### src/rtl/rtc_pkg.sv
package rtc_pkg;

    localparam int DAY_W = 9;

    typedef enum logic [1:0] {
        RGN_ENABLE = 2'd0,
        RGN_BANK   = 2'd1,
        RGN_LATCH  = 2'd2,
        RGN_WINDOW = 2'd3
    } region_e;

    typedef enum logic {
        ACC_LOCKED = 1'b0,
        ACC_OPEN   = 1'b1
    } acc_state_e;

    typedef enum logic {
        LATCH_IDLE  = 1'b0,
        LATCH_ARMED = 1'b1
    } latch_state_e;

    localparam logic [7:0] CODE_BASE  = 8'h08;
    localparam int         NUM_FIELDS = 5;
    localparam logic [7:0] KEY_OPEN   = 8'h0A;
    localparam logic [7:0] KEY_CLOSE  = 8'h00;
    localparam logic [7:0] LATCH_PRE  = 8'h00;
    localparam logic [7:0] LATCH_GO   = 8'h01;

    typedef struct packed {
        logic             carry;
        logic             halt;
        logic [DAY_W-1:0] day;
        logic [4:0]       hrs;
        logic [5:0]       mins;
        logic [5:0]       secs;
    } rtc_time_t;

endpackage

### src/rtl/rtc_access_ctl.sv
module rtc_access_ctl
    import rtc_pkg::*;
(
    input  logic       clk,
    input  logic       rst_n,
    input  logic       bus_wr,
    input  logic [1:0] bus_region,
    input  logic [7:0] bus_wdata,
    output logic       acc_open,
    output logic [7:0] bank_q,
    output logic       latch_fire
);

    acc_state_e   acc_q, acc_d;
    latch_state_e lat_q, lat_d;

    logic wr_enable, wr_bank, wr_latch;

    always_comb begin
        wr_enable = bus_wr && (bus_region == RGN_ENABLE);
        wr_bank   = bus_wr && (bus_region == RGN_BANK);
        wr_latch  = bus_wr && (bus_region == RGN_LATCH);
    end

    // access gate state register
    always_ff @(posedge clk) begin
        if (!rst_n) acc_q <= ACC_LOCKED;
        else        acc_q <= acc_d;
    end

    always_comb begin
        acc_d = acc_q;
        unique case (acc_q)
            ACC_LOCKED: if (wr_enable && bus_wdata == KEY_OPEN)  acc_d = ACC_OPEN;
            ACC_OPEN:   if (wr_enable && bus_wdata == KEY_CLOSE) acc_d = ACC_LOCKED;
            default:    acc_d = ACC_LOCKED;
        endcase
    end

    // latch sequencer state register
    always_ff @(posedge clk) begin
        if (!rst_n) lat_q <= LATCH_IDLE;
        else        lat_q <= lat_d;
    end

    always_comb begin
        lat_d      = lat_q;
        latch_fire = 1'b0;
        unique case (lat_q)
            LATCH_IDLE: begin
                if (wr_latch && bus_wdata == LATCH_PRE) lat_d = LATCH_ARMED;
            end
            LATCH_ARMED: begin
                if (wr_latch) begin
                    if (bus_wdata == LATCH_GO) begin
                        latch_fire = 1'b1;
                        lat_d      = LATCH_IDLE;
                    end else if (bus_wdata != LATCH_PRE) begin
                        lat_d = LATCH_IDLE;
                    end
                end
            end
            default: lat_d = LATCH_IDLE;
        endcase
    end

    always_ff @(posedge clk) begin
        if (!rst_n)       bank_q <= 8'h00;
        else if (wr_bank) bank_q <= bus_wdata;
    end

    assign acc_open = (acc_q == ACC_OPEN);

endmodule

### src/rtl/rtc_counters.sv
module rtc_counters
    import rtc_pkg::*;
#(
    parameter int TICKS_PER_SEC = 32768
) (
    input  logic                  clk,
    input  logic                  rst_n,
    input  logic                  base_tick,
    input  logic [NUM_FIELDS-1:0] wr_sel,
    input  logic [7:0]            wr_data,
    output rtc_time_t             live
);

    localparam int          PRE_W    = (TICKS_PER_SEC > 1) ? $clog2(TICKS_PER_SEC) : 1;
    localparam logic [PRE_W-1:0] PRE_LAST = PRE_W'(TICKS_PER_SEC - 1);
    localparam logic [5:0]  SEC_LAST = 6'd59;
    localparam logic [5:0]  MIN_LAST = 6'd59;
    localparam logic [4:0]  HRS_LAST = 5'd23;

    rtc_time_t        cur_q, cur_d;
    logic [PRE_W-1:0] pre_q, pre_d;
    logic             sec_step;

    always_comb begin
        cur_d    = cur_q;
        pre_d    = pre_q;
        sec_step = 1'b0;
        if (|wr_sel) begin
            if (wr_sel[0]) begin
                cur_d.secs = wr_data[5:0];
                pre_d      = '0;
            end
            if (wr_sel[1]) cur_d.mins     = wr_data[5:0];
            if (wr_sel[2]) cur_d.hrs      = wr_data[4:0];
            if (wr_sel[3]) cur_d.day[7:0] = wr_data;
            if (wr_sel[4]) begin
                cur_d.day[DAY_W-1] = wr_data[0];
                cur_d.halt         = wr_data[6];
                cur_d.carry        = wr_data[7];
            end
        end else if (base_tick && !cur_q.halt) begin
            if (pre_q == PRE_LAST) begin
                pre_d    = '0;
                sec_step = 1'b1;
            end else begin
                pre_d = pre_q + 1'b1;
            end
        end

        if (sec_step) begin
            if (cur_q.secs != SEC_LAST) begin
                cur_d.secs = cur_q.secs + 6'd1;
            end else begin
                cur_d.secs = '0;
                if (cur_q.mins != MIN_LAST) begin
                    cur_d.mins = cur_q.mins + 6'd1;
                end else begin
                    cur_d.mins = '0;
                    if (cur_q.hrs != HRS_LAST) begin
                        cur_d.hrs = cur_q.hrs + 5'd1;
                    end else begin
                        cur_d.hrs = '0;
                        cur_d.day = cur_q.day + 1'b1;
                        if (&cur_q.day) cur_d.carry = 1'b1;
                    end
                end
            end
        end
    end

    always_ff @(posedge clk) begin
        if (!rst_n) begin
            cur_q <= '0;
            pre_q <= '0;
        end else begin
            cur_q <= cur_d;
            pre_q <= pre_d;
        end
    end

    assign live = cur_q;

endmodule

### src/rtl/rtc_snapshot.sv
module rtc_snapshot
    import rtc_pkg::*;
(
    input  logic       clk,
    input  logic       rst_n,
    input  logic       latch_fire,
    input  rtc_time_t  live,
    input  logic       acc_open,
    input  logic [7:0] bank_q,
    output rtc_time_t  snap,
    output logic [7:0] rd_data
);

    always_ff @(posedge clk) begin
        if (!rst_n)          snap <= '0;
        else if (latch_fire) snap <= live;
    end

    always_comb begin
        rd_data = 8'hFF;
        if (acc_open) begin
            case (bank_q)
                CODE_BASE + 8'd0: rd_data = {2'b00, snap.secs};
                CODE_BASE + 8'd1: rd_data = {2'b00, snap.mins};
                CODE_BASE + 8'd2: rd_data = {3'b000, snap.hrs};
                CODE_BASE + 8'd3: rd_data = snap.day[7:0];
                CODE_BASE + 8'd4: rd_data = {snap.carry, snap.halt, 5'b00000, snap.day[DAY_W-1]};
                default:          rd_data = 8'hFF;
            endcase
        end
    end

endmodule

### src/rtl/rtc_bank_window.sv
module rtc_bank_window
    import rtc_pkg::*;
#(
    parameter int TICKS_PER_SEC = 32768
) (
    input  logic       clk,
    input  logic       rst_n,
    input  logic       base_tick,
    input  logic       bus_wr,
    input  logic [1:0] bus_region,
    input  logic [7:0] bus_wdata,
    output logic [7:0] rd_data
);

    logic                  acc_open;
    logic [7:0]            bank_q;
    logic                  latch_fire;
    logic                  win_wr;
    logic [NUM_FIELDS-1:0] wr_sel;
    rtc_time_t             live;
    rtc_time_t             snap;

    rtc_access_ctl u_acc (
        .clk        (clk),
        .rst_n      (rst_n),
        .bus_wr     (bus_wr),
        .bus_region (bus_region),
        .bus_wdata  (bus_wdata),
        .acc_open   (acc_open),
        .bank_q     (bank_q),
        .latch_fire (latch_fire)
    );

    assign win_wr = bus_wr && acc_open && (bus_region == RGN_WINDOW);

    for (genvar g = 0; g < NUM_FIELDS; g++) begin : g_sel
        assign wr_sel[g] = win_wr && (bank_q == CODE_BASE + 8'(g));
    end

    rtc_counters #(
        .TICKS_PER_SEC (TICKS_PER_SEC)
    ) u_cnt (
        .clk       (clk),
        .rst_n     (rst_n),
        .base_tick (base_tick),
        .wr_sel    (wr_sel),
        .wr_data   (bus_wdata),
        .live      (live)
    );

    rtc_snapshot u_snap (
        .clk        (clk),
        .rst_n      (rst_n),
        .latch_fire (latch_fire),
        .live       (live),
        .acc_open   (acc_open),
        .bank_q     (bank_q),
        .snap       (snap),
        .rd_data    (rd_data)
    );

endmodule

### config.mk
export PLATFORM = sky130hd
export DESIGN_NAME = rtc_bank_window
export DESIGN_NICKNAME = d
export VERILOG_FILES = /design/src/rtl/rtc_pkg.sv /design/src/rtl/rtc_access_ctl.sv /design/src/rtl/rtc_counters.sv /design/src/rtl/rtc_snapshot.sv /design/src/rtl/rtc_bank_window.sv
export SDC_FILE = /design/constraint.sdc
export NUM_CORES = 1
export LEC_CHECK = 0
export BUFFER_PORTS_ARGS = -buffer_cell sky130_fd_sc_hd__clkbuf_2
export CAP_MARGIN = 20
export CORE_UTILIZATION = 30
export CTS_CLUSTER_DIAMETER = 120
export CTS_CLUSTER_SIZE = 40
export DETAILED_ROUTE_END_ITERATION = 6
export PLACE_DENSITY_LB_ADDON = 0.05
export SYNTH_ARGS = -nofsm -noshare
export SYNTH_HDL_FRONTEND = slang
export SYNTH_SLANG_ARGS = --single-unit
### constraint.sdc
create_clock -name clk -period 2.15 [get_ports clk]
set_clock_uncertainty 0.15 [all_clocks]
set_input_delay 0.3225 -clock clk [delete_from_list [all_inputs] [get_ports clk]]
set_output_delay 0.3225 -clock clk [all_outputs]
set_load 0.01 [all_outputs]
* Word level (Yosys, flattened, before mapping)
Index checks and enable logic that the tools add are counted.
Storage, ports and cells: register bits after elaboration 81, input port bits 14, output and inout port bits 8
Operators by class: add/subtract/negate cells 5, equal/unequal tests 15, mux-type cells 38, bitwise gates (word level) 2, reductions and logical operators 26
Operators with widths (number):
- $mux W15 | 4
- $eq A8 B4 Y1 const B | 6
- $pmux W8 S5 | 1
- $mux W28 | 1
- $mux W26 | 1
- $mux W6 | 4
- $mux W20 | 1
- $mux W1 | 17
- $mux W8 | 2
- $add A15 B1 Y15 const B | 1
- $eq A15 B15 Y1 const B | 1
- $logic_and A1 B1 Y1 | 14
- $mux W14 | 1
- $add A6 B1 Y6 const B | 2
- $ne A6 B6 Y1 const B | 2
- $mux W5 | 2
- $add A9 B1 Y9 const B | 1
- $mux W9 | 1
- $reduce_and A9 Y1 | 1
- $eq A8 B1 Y1 const B | 1
- $logic_not A8 Y1 | 1
- $reduce_bool A8 Y1 | 1
- $reduce_and A2 Y1 | 3
- $reduce_bool A2 Y1 | 3
- 11 further kinds | 14

* Logic depth before layout (Yosys ltp)
Gate-level depths: netlist of the first run.
word-level depth 10, gate-level depth with buffers 8

* Cells and area by module
From an unflattened synthesis of the first run, not the netlist that was laid out.
Second synthesis, totals: cell total of the unflattened synthesis 480, area total of the unflattened synthesis 4428.0 um^2
Modules (own cells, without submodules):
- rtc_counters | times used 1, cells an instance 296, area each 2483.6 um^2, seq. area each 860.8 um^2
- rtc_snapshot | times used 1, cells an instance 126, area each 1406.3 um^2, seq. area each 560.5 um^2
- rtc_access_ctl | times used 1, cells an instance 45, area each 451.7 um^2, seq. area each 200.2 um^2
- rtc_bank_window | times used 1, cells an instance 13, area each 86.3 um^2, seq. area each 0.0 um^2

* Worst setup path after synthesis of the first run
OpenSTA, ideal clock, no wires.
path type reg2reg, from register u_acc.bank_q[7], to register u_cnt.pre_q[5], arrival time 2.061 ns, slack -0.193 ns, stages on the path, launching flop included 9, buffers on the path 2, cell sequence dfxtp_1 > or4b_4 > or4b_4 > buf_6 > nand2_2 > nor2_1 > buf_6 > a31oi_1 > a21oi_1
Between the ends: word-level cells in the longest chain between the ends 5, elaborated cells between the ends (all ways) 15, those cells by class eq/ne: 6; mux: 1; reduce/logical: 8
Ends and longest elaborated chain:
- from (decl) | line rtc_access_ctl.sv:10 | output logic [7:0] bank_q,
- from (signal assigned) | line rtc_access_ctl.sv:69 | else if (wr_bank) bank_q <= bus_wdata;
- $eq A8 B4 Y1 | line rtc_bank_window.sv:37 | assign wr_sel[g] = win_wr && (bank_q == CODE_BASE + 8'(g));
- $logic_and A1 B1 Y1 | line rtc_bank_window.sv:37
- $reduce_or A5 Y1 | line rtc_counters.sv:28 | if (|wr_sel) begin
- $ne A2 B1 Y1 (no source line) or $reduce_bool A2 Y1 (tied branches)
- $reduce_and A2 Y1 (no source line)
- to (signal assigned) | line rtc_counters.sv:77 | pre_q <= pre_d;
- to (decl) | line rtc_counters.sv:21 | logic [PRE_W-1:0] pre_q, pre_d;
Parallel ways exist; a longest one is shown, timed or not. A chain may end at the register's enable or synchronous reset.

* Final worst setup path of the first run
from register u_acc.bank_q[7], to output rd_data[6]
Between the ends: word-level cells in the longest chain between the ends 3, elaborated cells between the ends (all ways) 7, those cells by class eq/ne: 5; mux: 2
Ends and longest elaborated chain:
- $eq A8 B4 Y1 | line rtc_snapshot.sv:22 | case (bank_q)
- $pmux W8 S5 (*) | line rtc_snapshot.sv:22
- $mux W8 (*) | line rtc_snapshot.sv:21 | if (acc_open) begin
- to (decl) | line rtc_bank_window.sv:12 | output logic [7:0] rd_data
Every way passes the cells marked *; elsewhere a longest branch is shown, timed or not.

==> results by group, run 1 <==
Placed design
  • # port buffers: 21
  • Post-DP HPWL: 10200 um
  • Gpl congestion: 0.844
  • Dpl ws: -0.191 ns

Die
  • Die Footprint: 14500 sq um
  • Total I/O pin count: 22
  • Die Width: 121 um
  • Die height: 121 um
  • Row count: 42
  • Placeable core area: 13500 sq um
  • Effective utilization at floorplan: 31.3%

Route
  • Number of design rule violations left after detail routing: 0
  • Drt initial violations: 263
  • Total length of routed wires: 14800 um
  • Initial DRT Pass Iterations: 4
  • Detail-routed net length per standard cell: 18.0 um
  • Vias after detailed routing: 4327
  • ANT nets after route: 0
  • DR vias/cell: 5.28

Synthesis
  • Synth Area per Inst: 7.94 sq um
  • Synthesized net count: 551
  • Portion of synthesized cell area occupied by the leading cell type: 38.5%
  • Most frequently used cell type in the post-synthesis netlist: sky130_fd_sc_hd__nand2_1
  • Sequential area share after synthesis: 38.5%
  • Combined area of all synthesized cells: 4220 sq um
  • Most common flop cell mapped by yosys: sky130_fd_sc_hd__dfxtp_1
  • Asr flop ratio synth: 0%
  • Number of synthesized flops with an enable pin: 0
  • Number of standard cells after synthesis: 531
  • Synthesized flop and latch total: 81
  • Number of distinct library cells after synthesis: 60
  • Post-synth top area cell: sky130_fd_sc_hd__dfxtp_1
  • Number of warning messages in the yosys log: 0
  • Largest cells by area after synthesis: sky130_fd_sc_hd__dfxtp_1 38%, sky130_fd_sc_hd__nand2_1 9.2%, sky130_fd_sc_hd__a21oi_1 7.7%
  • Top cells by count, synth: 103 x sky130_fd_sc_hd__nand2_1, 81 x sky130_fd_sc_hd__dfxtp_1, 65 x sky130_fd_sc_hd__a21oi_1

Pwr
  • Power Dens Cells: 578 nW/um^2
  • Proportion of power drawn by combinational gates: 6.7%
  • Flop pwr share: 42.9%
  • Maximum vdd ir drop: 0.348 mV
  • Leakage Power: 2.18 nW
  • Relative contribution of the clock network to total power: 50.4%
  • Internal power of the cells: 2.69 mW
  • PnR Total Power: 3.52 mW
  • Switching power share of the total: 23.7%
  • Switching component of the power: 0.836 mW

Final layout
  • Final net count: 658
  • Share of layout cells above drive strength 1: 37.3%
  • Area Overhead vs Synth: 44.6%
  • Fillers: 1380
  • Count of antenna diodes in the layout: 0

Critical path
  • Maximum fanout along the worst path: 5
  • CP startpoint kind: flip-flop
  • CP Buf/Inv Count: 3
  • CP max stage delay: 0.57 ns
  • Worst setup path category: flip-flop to output port
  • Cell family with the largest share of critical-path delay: simple AND/OR/NAND/NOR gates
  • Reg2reg path depth: 8
  • Source of the critical timing path: u_acc.bank_q[7]
  • Cell breakdown of the critical path: or4b_4, nor3_2, buf_4, buf_6, nand4_1, nand3_1, clkbuf_2
  • Launch point of the worst reg-to-reg path: u_acc.bank_q[7]
  • Data required time at the worst endpoint: 1.68 ns
  • Reg2reg setup slack: -0.27 ns
  • Setup crit end: rd_data[6]
  • Type of destination of the critical path: output port
  • Stages on the worst setup path: 7
  • Endpoint of the worst register-to-register path: u_cnt.live[3]
  • Library cell contributing the largest single delay on the critical path: sky130_fd_sc_hd__or4b_4
  • Data arrival, critical path: 1.96 ns

CTS
  • CTS tree: yes
  • Clk root buf: sky130_fd_sc_hd__clkbuf_16
  • Clock Path Buffers: 2
  • Number of clock sinks: 81
  • Clock transition at the register clock pins on the worst setup and hold paths after CTS: 0.07 ns
  • Number of buffers created by CTS: 9
  • Total number of H-tree levels: 3
  • Skew-Pair Late Insertion Delay: 0.35 ns
  • Hold-fix buffers, CTS: 0

Timing
  • Peak clock frequency supported by timing: 412 MHz
  • Pins Over Slew Limit: 0
  • Final number of setup-violating endpoints: 50
  • Final min period: 2.43 ns
  • Slew headroom: 65.0%
  • Worst Setup Slack, final: -0.280 ns
  • RSZ-0062 raised after global routing: yes
  • Share of the cycle needed by the critical path after routing: 113%
  • Transition time of the tightest slew-check pin: 0.523 ns
  • Number of hold violations in the final report: 0

Global routing
  • Global-route wire length before repair: 23200 um
  • Remaining global-route overflow: 0
  • Maximum number of pins on one net before global-route repair: 75
  • Vias in the first global route: 4231
  • Total Routing Usage GR: 21.2%
  • Number of antenna violations at the first check in global routing: 0

Flow run
  • Number of maximum-capacitance constraint violations: 0

Run status
  • Run status: finished with violations
  • Failing checks: setup timing

Worst hold path
  • Worst min path class: input pin to flip-flop
[what timing repair did]
| action | in CTS | in global routing |
|---|---|---|
| pin swaps | 38 | 29 |
| setup buffers | 5 | 7 |
| endpoints found under the setup margin | 48 | 50 |
| resized for setup | 64 | 50 |
| endpoints found under the hold margin | 0 | 0 |
| cloned | 3 | 0 |
[final cells by class]
type                            instances  area, sq um  share of cell area [%]
Clock buffer                           11          253                    4.14
Multi-Input combinational cell        414         2840                    46.5
Clock inverter                          5         86.3                    1.42
Timing Repair Buffer                  123         1050                    17.2
Inverter                                9         33.8                   0.554
Tap cell                              176          220                    3.61
Sequential cell                        81         1620                    26.6
[state kept, by name, indices dropped and copies added (netlist names)]
signal          count
u_acc.bank_q        8
u_snap.snap        28
u_cnt.pre_q        15
u_acc.acc_open      1
u_cnt.live         28
u_acc.lat_q         1
[worst min-delay path by stage]
stage | from | to | depth (start not counted)
3_3_place_gp | u_snap.snap[3] | u_snap.snap[3] | 2
3_5_place_dp | u_snap.snap[6] | u_snap.snap[6] | 2
5_1_grt | rst_n | u_cnt.pre_q[14] | 2
2_1_floorplan | u_cnt.live[27] | u_snap.snap[27] | 2
4_1_cts | rst_n | u_cnt.pre_q[14] | 2
6_report | rst_n | u_cnt.pre_q[14] | 2
[power by group through the flow]
stage	Combinational [mW]	Clock [mW]	Sequential [mW]
global placement	0.192	0	1.55
floorplan	0.0773	0	1.55
finish	0.234	1.78	1.51
detailed placement	0.192	0	1.55
global route	0.250	1.88	1.51
CTS	0.221	1.81	1.51
[stage by stage]
stage	TNS, ns	util [%]	std cells	hold WS, ns	cell area (sq um)
finish	-9.86	45.3	819	0.163	6100
global route	-13.05	45.3	819	0.173	6100
CTS	-9.05	43.4	812	0.157	5840
detailed placement	-4.23	38.5	788	0.297	5180
global placement	-3.07	38.5	788	0.293	5180
floorplan	-1.85	-	531	0.281	4250
[metal layers]
layer | global-route usage [%] | wire, um | vias up
li1 | - | - | 2158
met1 | 27.9 | 6930 | 2087
met2 | 33.5 | 6900 | 66
met3 | 5.19 | 630 | 16
met4 | 7.48 | 288 | 0
met5 | 0 | 0 | -
[cell usage in the layout, fill, tap and decap left out, types with 9 or more instances in the layout]
master                      synthesis  final
sky130_fd_sc_hd__a21oi_1           65     47
sky130_fd_sc_hd__a21oi_2            0     17
sky130_fd_sc_hd__a31oi_1           12     12
sky130_fd_sc_hd__buf_4              1     76
sky130_fd_sc_hd__buf_6              3     18
sky130_fd_sc_hd__clkbuf_16          0      9
sky130_fd_sc_hd__clkbuf_2           0     17
sky130_fd_sc_hd__dfxtp_1           81     80
sky130_fd_sc_hd__mux2i_1           11     11
sky130_fd_sc_hd__nand2_1          103     94
sky130_fd_sc_hd__nand3_1           24     21
sky130_fd_sc_hd__nand4_1           13     13
sky130_fd_sc_hd__nor2_1            37     27
[cells by family after synthesis]
group,after synthesis,share of synthesized area [%]
compound gates,131,18.4
xor+xnor,2,0.416
fa+ha+maj,6,1.78
buf+inv,38,4.07
flops,81,38.5
mux,22,6.88
simple gates,251,30.0
No activity file was read; power rests on OpenSTA's default activity.
==> run 2: changes to the inputs <==
--- a/config.mk
+++ b/config.mk
@@ -7,6 +7,7 @@
 export LEC_CHECK = 0
 export BUFFER_PORTS_ARGS = -buffer_cell sky130_fd_sc_hd__clkbuf_2
 export CAP_MARGIN = 20
+export CORE_ASPECT_RATIO = 0.6
 export CORE_UTILIZATION = 30
 export CTS_CLUSTER_DIAMETER = 120
 export CTS_CLUSTER_SIZE = 40
==> constraint.sdc (replaced) <==
create_clock -name clk -period 2.28 [get_ports clk]
set_clock_uncertainty 0.15 [all_clocks]
set_input_delay 0.342 -clock clk [delete_from_list [all_inputs] [get_ports clk]]
set_output_delay 0.342 -clock clk [all_outputs]
set_load 0.01 [all_outputs]
==> run 2 against run 1 <==
  * The run still ends with setup timing left
  * Combinational power fell by 11%
  * Final area fell by 3.8%
  * Sequential power fell by 5%
  * Die area rose by 0.11%
  * Via count rose by 0.60%
  * Wire length rose by 0.23%
  * Register-to-register slack improved by 0.12 ns
  * Sequential share of layout area rose by 1.0 points
  * Worst hold slack improved by 0.022 ns
  * Critical path depth rose by 1
  * Utilization fell by 2.4 points
  * Critical path type is now flip-flop to flip-flop
==> results by group, run 2 (synthesis results as in run 1) <==
Critical path
  • Data arrival, critical path: 2.51 ns (+0.55 ns)
  • CP Buf/Inv Count: 2 (-1)
  • Library cell contributing the largest single delay on the critical path: sky130_fd_sc_hd__or4b_4
  • CP max stage delay: 0.58 ns (about the same)
  • Maximum fanout along the worst path: 4 (-1)
  • Data required time at the worst endpoint: 2.36 ns (+0.68 ns)
  • Type of destination of the critical path: flip-flop
  • Worst setup path category: flip-flop to flip-flop
  • CP startpoint kind: flip-flop
  • Cell family with the largest share of critical-path delay: simple AND/OR/NAND/NOR gates
  • Cell breakdown of the critical path: or4b_4, nor3_4, buf_6, buf_4, nand4b_1, mux2_4, a21oi_2, nor2_1

Timing
  • RSZ-0062 raised after global routing: yes
  • Final min period: 2.43 ns
  • Peak clock frequency supported by timing: 412 MHz
  • Slew headroom: 56.4% (-8.6 points)
  • Worst Hold Slack: 0.185 ns (+0.0221 ns)
  • Pins Over Slew Limit: 0 (unchanged)
  • Transition time of the tightest slew-check pin: 0.653 ns (+0.130 ns)
  • Worst Setup Slack, final: -0.148 ns (+0.132 ns)
  • Number of hold violations in the final report: 0 (unchanged)
  • Share of the cycle needed by the critical path after routing: 107%
  • Final number of setup-violating endpoints: 43 (-14%)

Placed design
  • Gpl congestion: 0.893 (+5.7%)
  • Dpl ws: -0.110 ns (+0.0810 ns)
  • # port buffers: 21 (unchanged)
  • Placed standard-cell area: 5020 sq um (-3.0%)
  • Cell count after placement: 787 (-0.13%)
  • Post-DP HPWL: 10700 um (+4.8%)

Run status
  • Failing checks: setup timing
  • Run status: finished with violations

CTS
  • Total number of H-tree levels: 3 (unchanged)
  • Number of clock sinks: 81 (unchanged)
  • Clock Path Buffers: 2 (unchanged)
  • Clock transition at the register clock pins on the worst setup and hold paths after CTS: 0.07 ns (about the same)
  • Skew-Pair Late Insertion Delay: 0.34 ns (about the same)
  • CTS tree: yes
  • Number of buffers created by CTS: 9 (unchanged)
  • Clk root buf: sky130_fd_sc_hd__clkbuf_16

Final layout
  • Area Overhead vs Synth: 39.1%
  • Final net count: 640 (-2.7%)
  • Fillers: 1388 (+0.58%)
  • Post-layout instance count excluding filler cells: 817 (-0.24%)
  • Most frequent standard cell in the layout excluding fill and tap cells: sky130_fd_sc_hd__nand2_1
  • Share of layout cells above drive strength 1: 33.3% (-4.0 points)
  • Leading cell types in the layout, fill and taps excluded: 99 x sky130_fd_sc_hd__nand2_1, 80 x sky130_fd_sc_hd__dfxtp_1, 66 x sky130_fd_sc_hd__buf_4, 53 x sky130_fd_sc_hd__a21oi_1, 29 x sky130_fd_sc_hd__nor2_1
  • Finished Cell Area: 5870 sq um (-3.8%)
  • Count of antenna diodes in the layout: 0 (unchanged)

Route
  • Drt initial violations: 379 (+44%)
  • ANT nets after route: 0 (unchanged)
  • Initial DRT Pass Iterations: 5 (+1)
  • Vias after detailed routing: 4353 (+0.60%)
  • Number of design rule violations left after detail routing: 0 (unchanged)
  • Total length of routed wires: 14800 um (+0.23%)
  • DR vias/cell: 5.33 (+0.85%)
  • Detail-routed net length per standard cell: 18.1 um (+0.48%)

Global routing
  • Vias in the first global route: 3886 (-8.2%)
  • Global-route wire length before repair: 22800 um (-1.5%)
  • Number of antenna violations at the first check in global routing: 0 (unchanged)
  • Remaining global-route overflow: 0 (unchanged)
  • Maximum number of pins on one net before global-route repair: 52 (-31%)
  • Total Routing Usage GR: 21.1% (-0.072 points)

Die
  • Total I/O pin count: 22 (unchanged)
  • Die Footprint: 14500 sq um (+0.11%)
  • Die Width: 155 um (+29%)
  • Effective utilization at floorplan: 30.9% (-0.49 points)
  • Placeable core area: 13700 sq um (+1.6%)
  • Die height: 93.8 um (-22%)
  • Row count: 33 (-21%)

Pwr
  • PnR Total Power: 3.19 mW (-9.5%)
  • Leakage Power: 2.05 nW (-5.9%)
  • Maximum vdd ir drop: 0.339 mV (-2.5%)
  • Power Dens Cells: 544 nW/um^2 (-5.9%)

Flow run
  • Number of maximum-capacitance constraint violations: 0 (unchanged)

Worst hold path
  • Worst min path class: input pin to flip-flop
[run 2: through the flow]
stage | util, % | setup TNS [ns]
2_1_floorplan | - | -0.0649
3_3_place_gp | 36.7 | -0.494
3_5_place_dp | 36.7 | -0.740
4_1_cts | 40.6 | -3.90
5_1_grt | 42.9 | -6.90
6_report | 42.9 | -3.47
[run 2: final timing paths]
path	end	slack [ns]	from	cells after the start
max	u_cnt.live[13]	-0.15	u_acc.bank_q[5]	8
min	u_cnt.live[26]	0.19	bus_wdata[6]	3
max reg2reg	u_cnt.live[13]	-0.15	u_acc.bank_q[5]	8
min reg2reg	u_snap.snap[1]	0.31	u_snap.snap[1]	2
[run 2: layout make-up]
class                      count  area [sq um]  area share (%)
multi-input combinational    413          2780            47.4
sequential                    81          1620            27.7
timing repair buffer         106           876            14.9
tap                          192           240            4.09
clock buffer                  10           239            4.07
clock inverter                 6          72.6            1.24
inverter                       9          33.8           0.576
[run 2: routing by layer]
layer	GRT usage, %	wire, um
met3	4.34	686
met5	0	0
met2	27.5	5610
met1	34.2	8420
met4	3.71	75
[run 2: tightest hold or removal path, stage by stage]
cell,delay (ns)
sky130_fd_sc_hd__clkbuf_2,0.14
sky130_fd_sc_hd__mux2i_1,0.09
sky130_fd_sc_hd__nor2_1,0.07
[run 2: what timing repair did]
| item | CTS | global route |
|---|---|---|
| cloned | 1 | 0 |
| gates resized for setup | 36 | 74 |
| setup endpoints to repair | 31 | 50 |
| pin swaps | 22 | 45 |
| setup buffers | 9 | 5 |
| hold buffers | 0 | 0 |
[run 2: report_power, final]
group	internal, mW	total [mW]	switching, mW	leakage (nW)
logic	0.0759	0.208	0.132	1.25
clock network	0.894	1.56	0.662	0.150
registers	1.42	1.43	0.00503	0.653
total	2.39	3.19	0.800	2.05
